[src/rtl/adc_seq_pkg.sv]
package adc_seq_pkg;

  typedef enum logic [1:0] {
    PH_CAPTURE = 2'd0,
    PH_AUTOZERO = 2'd1,
    PH_AMPLIFY = 2'd2,
    PH_SAR = 2'd3
  } phase_e;

  // Period index to phase, given the sub-phase lengths.
  function automatic phase_e phase_of(int per, int cap_len, int az_len, int amp_len);
    if (per < cap_len) return PH_CAPTURE;
    if (per < cap_len + az_len) return PH_AUTOZERO;
    if (per < cap_len + az_len + amp_len) return PH_AMPLIFY;
    return PH_SAR;
  endfunction

  // Bit under decision: highest bit first, last period resolves bit 0.
  function automatic int sar_index(int per, int frame_len);
    return frame_len - 1 - per;
  endfunction

  // Division factor zero behaves as one; returns factor minus one.
  function automatic int div_minus_one(int d);
    return (d == 0) ? 0 : d - 1;
  endfunction

endpackage

[src/rtl/adc_clk_div.sv]
module adc_clk_div #(
  parameter int DIV_W = 8
) (
  input  logic             clk_i,
  input  logic             rst_i,
  input  logic             busy_i,
  input  logic             osc_en_i,
  input  logic [DIV_W-1:0] div_i,
  output logic             tick_o
);
  import adc_seq_pkg::*;

  logic [DIV_W-1:0] sub_cnt;
  logic [DIV_W-1:0] last_sub;
  logic             run;

  assign run      = busy_i && osc_en_i;
  assign last_sub = DIV_W'(div_minus_one(int'(div_i)));
  assign tick_o   = run && (sub_cnt >= last_sub);

  always_ff @(posedge clk_i) begin
    if (rst_i || !busy_i) begin
      sub_cnt <= '0;
    end else if (run) begin
      sub_cnt <= tick_o ? '0 : sub_cnt + 1'b1;
    end
  end

  p_no_tick_idle_r1: assert property (@(posedge clk_i) disable iff (rst_i)
    !busy_i |-> !tick_o);
  p_no_tick_osc_off_r9: assert property (@(posedge clk_i) disable iff (rst_i)
    !osc_en_i |-> !tick_o);
  p_sub_hold_r9: assert property (@(posedge clk_i) disable iff (rst_i)
    (busy_i && !osc_en_i) |=> (!busy_i || $stable(sub_cnt)));

endmodule

[src/rtl/adc_start_arb.sv]
module adc_start_arb (
  input  logic clk_i,
  input  logic rst_i,
  input  logic direct_i,
  input  logic wr_a_i,
  input  logic wr_b_i,
  input  logic pin_i,
  input  logic frame_end_i,
  output logic busy_o,
  output logic pending_o,
  output logic pin_fire_o,
  output logic start_o
);
  logic pin_d1;
  logic pin_d2;
  logic any_req;
  logic busy_nx;
  logic pend_nx;

  // Pin counts when high now and at the previous edge, but not two edges back.
  assign pin_fire_o = pin_i && pin_d1 && !pin_d2;
  assign any_req    = direct_i || wr_a_i || wr_b_i || pin_fire_o;
  assign start_o    = (!busy_o && any_req) || (frame_end_i && (pending_o || any_req));

  always_comb begin
    busy_nx = busy_o;
    pend_nx = pending_o;
    if (busy_o) begin
      if (frame_end_i) begin
        busy_nx = pending_o || any_req;
        pend_nx = 1'b0;
      end else begin
        pend_nx = pending_o || any_req;
      end
    end else begin
      busy_nx = any_req;
      pend_nx = 1'b0;
    end
  end

  always_ff @(posedge clk_i) begin
    if (rst_i) begin
      busy_o    <= 1'b0;
      pending_o <= 1'b0;
      pin_d1    <= 1'b0;
      pin_d2    <= 1'b0;
    end else begin
      busy_o    <= busy_nx;
      pending_o <= pend_nx;
      pin_d1    <= pin_i;
      pin_d2    <= pin_d1;
    end
  end

  p_pend_needs_busy_r7: assert property (@(posedge clk_i) disable iff (rst_i)
    pending_o |-> busy_o);
  p_pend_drains_r7: assert property (@(posedge clk_i) disable iff (rst_i)
    (frame_end_i && pending_o) |=> (busy_o && !pending_o));
  p_pin_two_edges_r8: assert property (@(posedge clk_i) disable iff (rst_i)
    pin_fire_o |-> $past(pin_i));
  p_idle_start_r6: assert property (@(posedge clk_i) disable iff (rst_i)
    (!busy_o && (direct_i || wr_a_i || wr_b_i)) |=> busy_o);

endmodule

[src/rtl/adc_frame_ctr.sv]
module adc_frame_ctr #(
  parameter int CAP_LEN  = 12,
  parameter int AZ_LEN   = 12,
  parameter int AMP_LEN  = 12,
  parameter int SAR_BITS = 12,
  parameter int SBW      = $clog2(SAR_BITS)
) (
  input  logic           clk_i,
  input  logic           rst_i,
  input  logic           busy_i,
  input  logic           tick_i,
  output logic           cap_en_o,
  output logic           az_en_o,
  output logic           amp_en_o,
  output logic           sar_en_o,
  output logic [SBW-1:0] sar_bit_o,
  output logic           frame_end_o
);
  import adc_seq_pkg::*;

  localparam int FRAME = CAP_LEN + AZ_LEN + AMP_LEN + SAR_BITS;
  localparam int PER_W = $clog2(FRAME);
  localparam logic [PER_W-1:0] LAST_PER = PER_W'(FRAME - 1);

  logic [PER_W-1:0] per_cnt;
  phase_e           phase;

  assign phase       = phase_of(int'(per_cnt), CAP_LEN, AZ_LEN, AMP_LEN);
  assign cap_en_o    = busy_i && (phase == PH_CAPTURE);
  assign az_en_o     = busy_i && (phase == PH_AUTOZERO);
  assign amp_en_o    = busy_i && (phase == PH_AMPLIFY);
  assign sar_en_o    = busy_i && (phase == PH_SAR);
  assign sar_bit_o   = sar_en_o ? SBW'(sar_index(int'(per_cnt), FRAME)) : '0;
  assign frame_end_o = busy_i && tick_i && (per_cnt == LAST_PER);

  always_ff @(posedge clk_i) begin
    if (rst_i || !busy_i) begin
      per_cnt <= '0;
    end else if (tick_i) begin
      per_cnt <= (per_cnt == LAST_PER) ? '0 : per_cnt + 1'b1;
    end
  end

  p_one_phase_r3: assert property (@(posedge clk_i) disable iff (rst_i)
    busy_i |-> ($countones({cap_en_o, az_en_o, amp_en_o, sar_en_o}) == 1));
  p_quiet_idle_r3: assert property (@(posedge clk_i) disable iff (rst_i)
    !busy_i |-> ({cap_en_o, az_en_o, amp_en_o, sar_en_o} == 4'b0000));
  p_bit_steps_r4: assert property (@(posedge clk_i) disable iff (rst_i)
    (sar_en_o && tick_i && !frame_end_o) |=> (sar_bit_o == $past(sar_bit_o) - 1'b1));
  p_done_bit0_r5: assert property (@(posedge clk_i) disable iff (rst_i)
    frame_end_o |-> (sar_en_o && sar_bit_o == '0));
  p_per_hold_r9: assert property (@(posedge clk_i) disable iff (rst_i)
    (busy_i && !tick_i) |=> (!busy_i || $stable(per_cnt)));

endmodule

[src/rtl/adc_conv_seq.sv]
module adc_conv_seq #(
  parameter int DIV_W    = 8,
  parameter int CAP_LEN  = 12,
  parameter int AZ_LEN   = 12,
  parameter int AMP_LEN  = 12,
  parameter int SAR_BITS = 12,
  parameter int SBW      = $clog2(SAR_BITS)
) (
  input  logic             clk_i,
  input  logic             rst_pin_i,
  input  logic             rst_cmd_i,
  input  logic             osc_en_pin_i,
  input  logic             osc_en_cmd_i,
  input  logic [DIV_W-1:0] div_i,
  input  logic             direct_cnv_i,
  input  logic             wr_cfg_a_cnv_i,
  input  logic             wr_cfg_b_cnv_i,
  input  logic             convert_pin_i,
  output logic             busy_o,
  output logic             cclk_tick_o,
  output logic             cap_en_o,
  output logic             az_en_o,
  output logic             amp_en_o,
  output logic             sar_en_o,
  output logic [SBW-1:0]   sar_bit_o,
  output logic             done_o
);
  // Named internal events, visible to assertions.
  logic rst_any;
  logic osc_on;
  logic busy;
  logic pending;
  logic pin_fire;
  logic start;
  logic tick;
  logic frame_end;

  assign rst_any = rst_pin_i || rst_cmd_i;
  assign osc_on  = osc_en_pin_i || osc_en_cmd_i;

  adc_start_arb u_arb (
    .clk_i       (clk_i),
    .rst_i       (rst_any),
    .direct_i    (direct_cnv_i),
    .wr_a_i      (wr_cfg_a_cnv_i),
    .wr_b_i      (wr_cfg_b_cnv_i),
    .pin_i       (convert_pin_i),
    .frame_end_i (frame_end),
    .busy_o      (busy),
    .pending_o   (pending),
    .pin_fire_o  (pin_fire),
    .start_o     (start)
  );

  adc_clk_div #(.DIV_W(DIV_W)) u_div (
    .clk_i    (clk_i),
    .rst_i    (rst_any),
    .busy_i   (busy),
    .osc_en_i (osc_on),
    .div_i    (div_i),
    .tick_o   (tick)
  );

  adc_frame_ctr #(
    .CAP_LEN  (CAP_LEN),
    .AZ_LEN   (AZ_LEN),
    .AMP_LEN  (AMP_LEN),
    .SAR_BITS (SAR_BITS),
    .SBW      (SBW)
  ) u_frame (
    .clk_i       (clk_i),
    .rst_i       (rst_any),
    .busy_i      (busy),
    .tick_i      (tick),
    .cap_en_o    (cap_en_o),
    .az_en_o     (az_en_o),
    .amp_en_o    (amp_en_o),
    .sar_en_o    (sar_en_o),
    .sar_bit_o   (sar_bit_o),
    .frame_end_o (frame_end)
  );

  assign busy_o      = busy;
  assign cclk_tick_o = tick;
  assign done_o      = frame_end;

  p_reset_clears_r10: assert property (@(posedge clk_i)
    rst_any |=> (!busy_o && !pending));
  p_busy_ends_done_r2: assert property (@(posedge clk_i) disable iff (rst_any)
    ($fell(busy_o) && !$past(rst_any)) |-> $past(done_o));
  p_start_sets_busy_r6: assert property (@(posedge clk_i) disable iff (rst_any)
    start |=> busy_o);
  p_pin_starts_r8: assert property (@(posedge clk_i) disable iff (rst_any)
    (pin_fire && !busy_o) |=> busy_o);

endmodule

[config.mk]
export PLATFORM = sky130hd
export DESIGN_NAME = adc_conv_seq
export DESIGN_NICKNAME = d
export VERILOG_FILES = /design/src/rtl/adc_seq_pkg.sv /design/src/rtl/adc_clk_div.sv /design/src/rtl/adc_start_arb.sv /design/src/rtl/adc_frame_ctr.sv /design/src/rtl/adc_conv_seq.sv
export SDC_FILE = /design/constraint.sdc
export NUM_CORES = 1
export LEC_CHECK = 0
export BUFFER_PORTS_ARGS = -buffer_cell sky130_fd_sc_hd__buf_4
export CAP_MARGIN = 30
export CORE_UTILIZATION = 53
export DETAILED_ROUTE_END_ITERATION = 12
export PLACE_DENSITY = 0.85
export REMOVE_ABC_BUFFERS = 1
export SLEW_MARGIN = 20
export SYNTH_ARGS = -nofsm -noshare
export SYNTH_HDL_FRONTEND = slang
export SYNTH_SLANG_ARGS = --single-unit
[constraint.sdc]
create_clock -name clk_i -period 5.17 [get_ports clk_i]
set_input_delay 1.034 -clock clk_i [delete_from_list [all_inputs] [get_ports clk_i]]
set_output_delay 1.034 -clock clk_i [all_outputs]
set_load 0.05 [all_outputs]
==> impl_metrics.py, run 1 <==
metrics = {
    "outcome": {
        "outcome": "completed",
    },
    "global_route": {
        "grt_pass1_vias": 1132,
        "grt_pass1_wl_um": 4730,
        "antenna_found_initial": 0,
        "grt_overflow": 0,
        "grt_max_degree": 18,
        "grt.total_usage": 0.239,
    },
    "detailed_routing": {
        "drt-total-wl_um": 2830,
        "drtIter0Drc": 23,
        "vias_per_cell": 5.76,
        "firstDrtPassIters": 4,
        "drc": 0,
        "ant_nets": 0,
        "routedWlPerCell_um": 13.2,
        "vias": 1233,
    },
    "logic_synthesis": {
        "netlist.area_leader.share": 0.288,
        "synth-adder-area-share": 0.110,
        "yosysSeqAreaShare": 0.288,
        "synth_compound_area_frac": 0.150,
        "avgSynthCellArea_um2": 7.92,
        "ys_dominant_reg_cell": "dfxtp_1",
        "synthXorXnorAreaFrac": 0.0560,
        "synth_cell_types": 36,
        "synth_cells": 158,
        "synth_edf_count": 0,
        "synth_area_leaders": "dfxtp_1 29%, ha_1 11%, nor2_1 6.9%",
        "async_flop_share": 0,
        "synth_simple_gate_area_share": 0.332,
        "syn-cell-area_um2": 1250,
        "synth.area.mux_share": 0.0250,
        "synth_top_family_by_area": "simple AND/OR/NAND/NOR gates",
        "yosysWarnings": 0,
        "synth_commonest_cells": "23 x nor2_1, 18 x dfxtp_1, 13 x nand2_1",
        "synth.most_common_cell": "nor2_1",
        "ys_seq_elements": 18,
        "synth_top_area_cell": "dfxtp_1",
    },
    "clocking": {
        "path_clk_slew_ns": 0.10,
        "clk-insertion-delay-late_ns": 0.30,
        "htreeDepth": 1,
        "clock_sinks": 18,
        "cts_made_buffers": 3,
        "root_buffer": "clkbuf_4",
        "postCtsResizedCells": 0,
        "cts_hold_buf": 0,
        "post-cts-setup-buffer-count": 0,
        "clk_path_buf_depth": 2,
        "cts_tree": "yes",
    },
    "layout": {
        "drive_above_1_share": 0.220,
        "antenna_cells": 0,
        "multiInputGateArea_um2": 842,
        "final_area_um2": 1510,
        "regArea_um2": 360,
        "nets": 215,
        "areaGrowthSynthToFinish_pct": 20.7,
        "fill_cells": 200,
    },
    "setup_path": {
        "crit_slowest_cell": "a2111o_1",
        "path_cells": "buf_4 -> inv_1 -> ha_1 -> nor2b_1 -> nand3b_1 -> or3_1 -> and2_1 -> ha_1 -> nand2b_4 -> a2111o_1 -> a31oi_4 -> nor3b_1 -> buf_4",
        "critPathMaxFanout": 6,
        "crit_end": "done_o",
        "cp.arrival_ns": 3.80,
        "r2r-end": "u_div.sub_cnt[4]$_SDFFE_PP0P_",
        "reg2reg_from": "u_div.sub_cnt[0]$_SDFFE_PP0P_",
        "worst_setup_path_end_kind": "primary output",
        "worst-setup-path-type": "primary input to primary output",
        "reg2reg_slack_ns": 2.92,
        "start_kind": "primary input",
        "required_ns": 4.14,
        "ff2ff_path_depth": 8,
        "slowest_delay_ns": 0.45,
        "critPathLaunch": "div_i[0]",
    },
    "timing": {
        "rsz0062_at_grt": "no",
        "max-slew-margin-rel": 0.404,
        "report.final.slew_viol_count": 0,
        "fin_worst_skew_ns": 0.00579,
        "hold_viol_final": 0,
        "achievable-frequency_mhz": 207,
        "setup_viol_count_final": 0,
        "setup_tns_ns": 0,
        "post-route-min-period_ns": 4.83,
        "worst_slack_ns": 0.338,
        "period_share": 0.935,
        "max_slew.worst_pin.slew_ns": 0.882,
    },
    "power_and_ir_drop": {
        "power_density_nw_per_um2": 178,
        "p_leak_nw": 0.623,
        "peakVddDrop_mv": 0.212,
        "finalPower_mw": 0.269,
    },
    "hold_path": {
        "hp-class": "flop to flop",
        "holdPathStages": 1,
    },
    "place": {
        "place_congestion": 0.836,
        "placed_area_um2": 1470,
        "dp_hpwl_um": 2180,
        "io_buffers": 27,
        "preCtsSetupSlack_ns": 0.316,
    },
    "floorplanning": {
        "dieArea_um2": 2560,
        "core_um2": 2210,
        "rows": 17,
        "initial_core_util": 0.566,
        "dieHeight_um": 50.6,
        "die_w_um": 50.6,
        "ios": 28,
    },
    "job": {
        "max-cap-violations": 0,
    },
}
==> area by class of cell <==
cell class,instances,area share
well taps,28,0.0232
repair buffers,29,0.144
clock buffers,4,0.0240
flip-flops and latches,18,0.239
inverters,5,0.0124
multi-input cells,130,0.558
==> layout by cell type, fill, tap and decap left out, types with 3 or more instances in the layout <==
master    Yosys  final
a21oi_1      11     11
and2_1        4      4
buf_4         0     28
clkbuf_4      0      4
dfxtp_1      18     18
ha_1         11     11
inv_1         5      5
nand2_1      13     13
nand3_1       9      9
nand3b_1      3      3
nor2_1       23     23
nor2b_1       4      4
nor3_1        5      5
nor3b_1       4      4
o21ai_0       9      9
or4_2         3      3
xnor2_1       3      3
xor2_1        5      5
==> worst min path at each step <==
| stage | startpoint | to |
|---|---|---|
| CTS | u_arb.pin_d1$_SDFF_PP0_ | u_arb.pin_d2$_SDFF_PP0_ |
| detailed placement | u_arb.pin_d1$_SDFF_PP0_ | u_arb.pin_d2$_SDFF_PP0_ |
| finish | u_arb.pin_d1$_SDFF_PP0_ | u_arb.pin_d2$_SDFF_PP0_ |
| global placement | u_arb.pin_d1$_SDFF_PP0_ | u_arb.pin_d2$_SDFF_PP0_ |
| floorplan | u_arb.pin_d1$_SDFF_PP0_ | u_arb.pin_d2$_SDFF_PP0_ |
| global route | u_arb.pin_d1$_SDFF_PP0_ | u_arb.pin_d2$_SDFF_PP0_ |
==> metrics by stage <==
| step | hold WS [ns] | instances | utilization |
|---|---|---|---|
| floorplan | 0.430 | 153 | - |
| global placement | 0.442 | 209 | 0.663 |
| detailed placement | 0.460 | 209 | 0.663 |
| CTS | 0.487 | 213 | 0.679 |
| global route | 0.506 | 214 | 0.683 |
| finish | 0.478 | 214 | 0.683 |
==> flip-flops by register name, indices dropped and copies added (netlist names) <==
| signal | cells |
|---|---|
| u_arb.pending_o | 1 |
| u_arb.pin_d2 | 1 |
| u_frame.per_cnt | 6 |
| u_div.sub_cnt | 8 |
| u_arb.pin_d1 | 1 |
| u_arb.busy_o | 1 |
==> per-layer routing <==
| layer | routed length, µm | GRT usage |
|---|---|---|
| met1 | 1230 | 0.260 |
| met2 | 1480 | 0.453 |
| met3 | 92 | 0.0576 |
| met4 | 32 | 0.0648 |
| met5 | 0 | 0 |
==> critical path, delay by kind of cell <==
kind	cells	cell delay, ns
buffers and inverters	3	0.37
adder cells (fa/ha/maj)	2	0.44
AO/OA/AOI/OAI	2	0.66
AND/OR/NAND/NOR	6	1.28
==> power breakdown <==
part | internal [mW] | switching [mW] | total [mW]
registers | 0.140 | 0.00133 | 0.141
logic | 0.0195 | 0.0209 | 0.0404
clock network | 0.0430 | 0.0443 | 0.0873
total | 0.202 | 0.0665 | 0.269
==> kinds of logic after synthesis <==
| family | Yosys count |
|---|---|
| simple gates | 78 |
| compound gates | 30 |
| flops | 18 |
| fa+ha+maj | 11 |
| buf+inv | 10 |
| xor+xnor | 8 |
| mux | 3 |
Note: power is estimated with default switching activity, not from simulation.
==> inputs of run 2 (changes only) <==
--- a/config.mk
+++ b/config.mk
@@ -9,7 +9,9 @@
 export CAP_MARGIN = 30
 export CORE_UTILIZATION = 53
 export DETAILED_ROUTE_END_ITERATION = 12
+export HOLD_SLACK_MARGIN = 0.08
 export PLACE_DENSITY = 0.85
+export RECOVER_POWER = 100
 export REMOVE_ABC_BUFFERS = 1
 export SLEW_MARGIN = 20
 export SYNTH_ARGS = -nofsm -noshare
==> run 2 against run 1 <==
Compared with the run above: clock skew about the same; worst setup slack lost 0.060 ns; critical path depth is the same; hold slack better by 0.0090 ns; sequential share of layout area grew 0.82 points; routed wire length is 0.35% lower; via count is essentially flat; combinational power down 5.0%; first-iteration DRC count rose by 74%.
==> impl_metrics.py, run 2 (synthesized netlist as in run 1, its figures left out) <==
metrics = {
    "place": {
        "io_buffers": 27,
        "preCtsSetupSlack_ns": 0.316,
        "dp_hpwl_um": 2180,
        "place_congestion": 0.836,
    },
    "setup_path": {
        "slowest_delay_ns": 0.45,
        "cp_top_family": "simple AND/OR/NAND/NOR gates",
        "worst-setup-path-type": "primary input to primary output",
        "cp.arrival_ns": 3.86,
        "crit_slowest_cell": "a2111o_1",
        "critPathMaxFanout": 6,
        "reg2reg_slack_ns": 2.52,
        "ff2ff_path_depth": 8,
        "start_kind": "primary input",
        "required_ns": 4.14,
        "worst_setup_path_end_kind": "primary output",
        "worst-path-buf-inv": 3,
        "r2r-end": "u_div.sub_cnt[4]$_SDFFE_PP0P_",
        "cpMostUsedCell": "ha_1",
        "critPathLaunch": "div_i[0]",
        "path_cells": "clkbuf_4 -> inv_1 -> ha_1 -> nor2b_1 -> nand3b_1 -> or3_1 -> and2_1 -> ha_1 -> nand2b_1 -> a2111o_1 -> a31oi_4 -> nor3b_1 -> clkbuf_2",
        "reg2reg_from": "u_div.sub_cnt[0]$_SDFFE_PP0P_",
    },
    "clocking": {
        "cts_hold_buf": 0,
        "post-cts-setup-buffer-count": 0,
        "htreeDepth": 1,
        "cts_made_buffers": 3,
        "clk-insertion-delay-late_ns": 0.30,
        "path_clk_slew_ns": 0.10,
        "postCtsResizedCells": 0,
        "clk_path_buf_depth": 2,
        "root_buffer": "clkbuf_4",
        "clock_sinks": 18,
        "cts_tree": "yes",
    },
    "global_route": {
        "grt_overflow": 0,
        "use_met2": 0.453,
        "grt.total_usage": 0.239,
        "grt_max_degree": 18,
        "use_met3": 0.0576,
        "grt_pass1_vias": 1132,
        "antenna_found_initial": 0,
        "grt_pass1_wl_um": 4730,
        "use_met1": 0.260,
        "busiest_layer": "met2",
    },
    "layout": {
        "antenna_cells": 0,
        "nets": 215,
        "drive_above_1_share": 0.161,
        "layout_common_cells": "23 x nor2_1, 18 x dfxtp_1, 15 x buf_4, 13 x nand2_1",
        "regArea_um2": 360,
        "fill_cells": 209,
        "multiInputGateArea_um2": 835,
        "areaGrowthSynthToFinish_pct": 16.7,
        "regMostFlops": "u_div.sub_cnt",
        "utilization": 0.660,
        "largest_registers": "u_div.sub_cnt: 8 flops, u_frame.per_cnt: 6 flops",
        "mostFrequentLayoutCell": "nor2_1",
        "largest_reg_flops": 8,
    },
    "timing": {
        "rsz0062_at_grt": "no",
        "report.final.slew_viol_count": 0,
        "hold_viol_final": 0,
        "worst_slack_ns": 0.278,
        "achievable-frequency_mhz": 204,
        "max-slew-margin-rel": 0.402,
        "fin_worst_skew_ns": 0.00570,
        "setup_tns_ns": 0,
        "setup_viol_count_final": 0,
        "max_slew.worst_pin.slew_ns": 0.886,
        "post-route-min-period_ns": 4.89,
        "period_share": 0.946,
    },
    "floorplanning": {
        "die_w_um": 50.6,
        "ios": 28,
        "dieHeight_um": 50.6,
        "dieArea_um2": 2560,
        "rows": 17,
        "core_um2": 2210,
        "initial_core_util": 0.566,
    },
    "outcome": {
        "outcome": "completed",
    },
    "hold_path": {
        "hp-class": "flop to flop",
        "holdPathEnd": "u_arb.pin_d2$_SDFF_PP0_",
        "holdPathStages": 1,
        "holdCritStartpoint": "u_arb.pin_d1$_SDFF_PP0_",
    },
    "power_and_ir_drop": {
        "peakVddDrop_mv": 0.212,
        "power_density_nw_per_um2": 182,
        "power.switching_mw": 0.0657,
        "clkPwrFrac": 0.327,
        "swShare": 0.247,
        "finalPower_mw": 0.266,
        "comb_power_share": 0.144,
        "seqPwrFrac": 0.529,
        "p_leak_nw": 0.573,
        "intPower_mw": 0.201,
    },
    "detailed_routing": {
        "drtIter0Drc": 40,
        "drc": 0,
        "ant_nets": 0,
        "drt-total-wl_um": 2820,
        "vias_per_cell": 5.77,
        "vias": 1234,
        "routedWlPerCell_um": 13.2,
        "firstDrtPassIters": 4,
    },
    "job": {
        "max-cap-violations": 0,
    },
}
[run 2: changes by cell type in the layout (fill, tap and decap cells not counted)]
cell	change
and2_0	+2
clkbuf_2	+2
buf_4	-13
clkbuf_1	+10
and2_1	-2
nand2b_1	+1
clkbuf_4	+1
nand2b_4	-1
[run 2: worst reg2reg max path, cell delays in order (launching register included)]
cell	delay (ns)
dfxtp_1	0.40
inv_1	0.08
ha_1	0.28
nand2b_1	0.15
a2111o_1	0.45
a31oi_4	0.21
clkbuf_1	0.49
o21ai_0	0.34
nor2_1	0.18
[run 2: worst max-delay path by stage]
| stage | endpoint | cells past startpoint |
|---|---|---|
| finish | done_o | 13 |
| global route | done_o | 13 |
| CTS | done_o | 13 |
| detailed placement | done_o | 13 |
| global placement | done_o | 13 |
| floorplan | done_o | 11 |
[run 2: routing by layer]
layer | part of all wire | wire, µm
met5 | 0 | 0
met3 | 0.033 | 93
met1 | 0.42 | 1200
met4 | 0.0060 | 17
met2 | 0.54 | 1520
[run 2: power groups by stage]
stage               registers [mW]  clock network, mW  logic, mW
floorplan                    0.145                  0     0.0209
global placement             0.144                  0     0.0376
detailed placement           0.144                  0     0.0395
CTS                          0.141             0.0889     0.0396
global route                 0.141             0.0956     0.0428
finish                       0.141             0.0870     0.0384
[run 2: layout make-up]
| type | count | share of cell area |
|---|---|---|
| Clock buffer | 4 | 0.0249 |
| Inverter | 5 | 0.0129 |
| Tap cell | 28 | 0.0240 |
| Sequential cell | 18 | 0.247 |
| Multi-Input combinational cell | 130 | 0.572 |
| Timing Repair Buffer | 29 | 0.120 |
[run 2: through the flow]
stage               instance area [µm²]  instances  hold slack, ns
floorplan                          1220        153           0.430
global placement                   1470        209           0.442
detailed placement                 1470        209           0.460
CTS                                1500        213           0.487
global route                       1460        214           0.512
finish                             1460        214           0.487
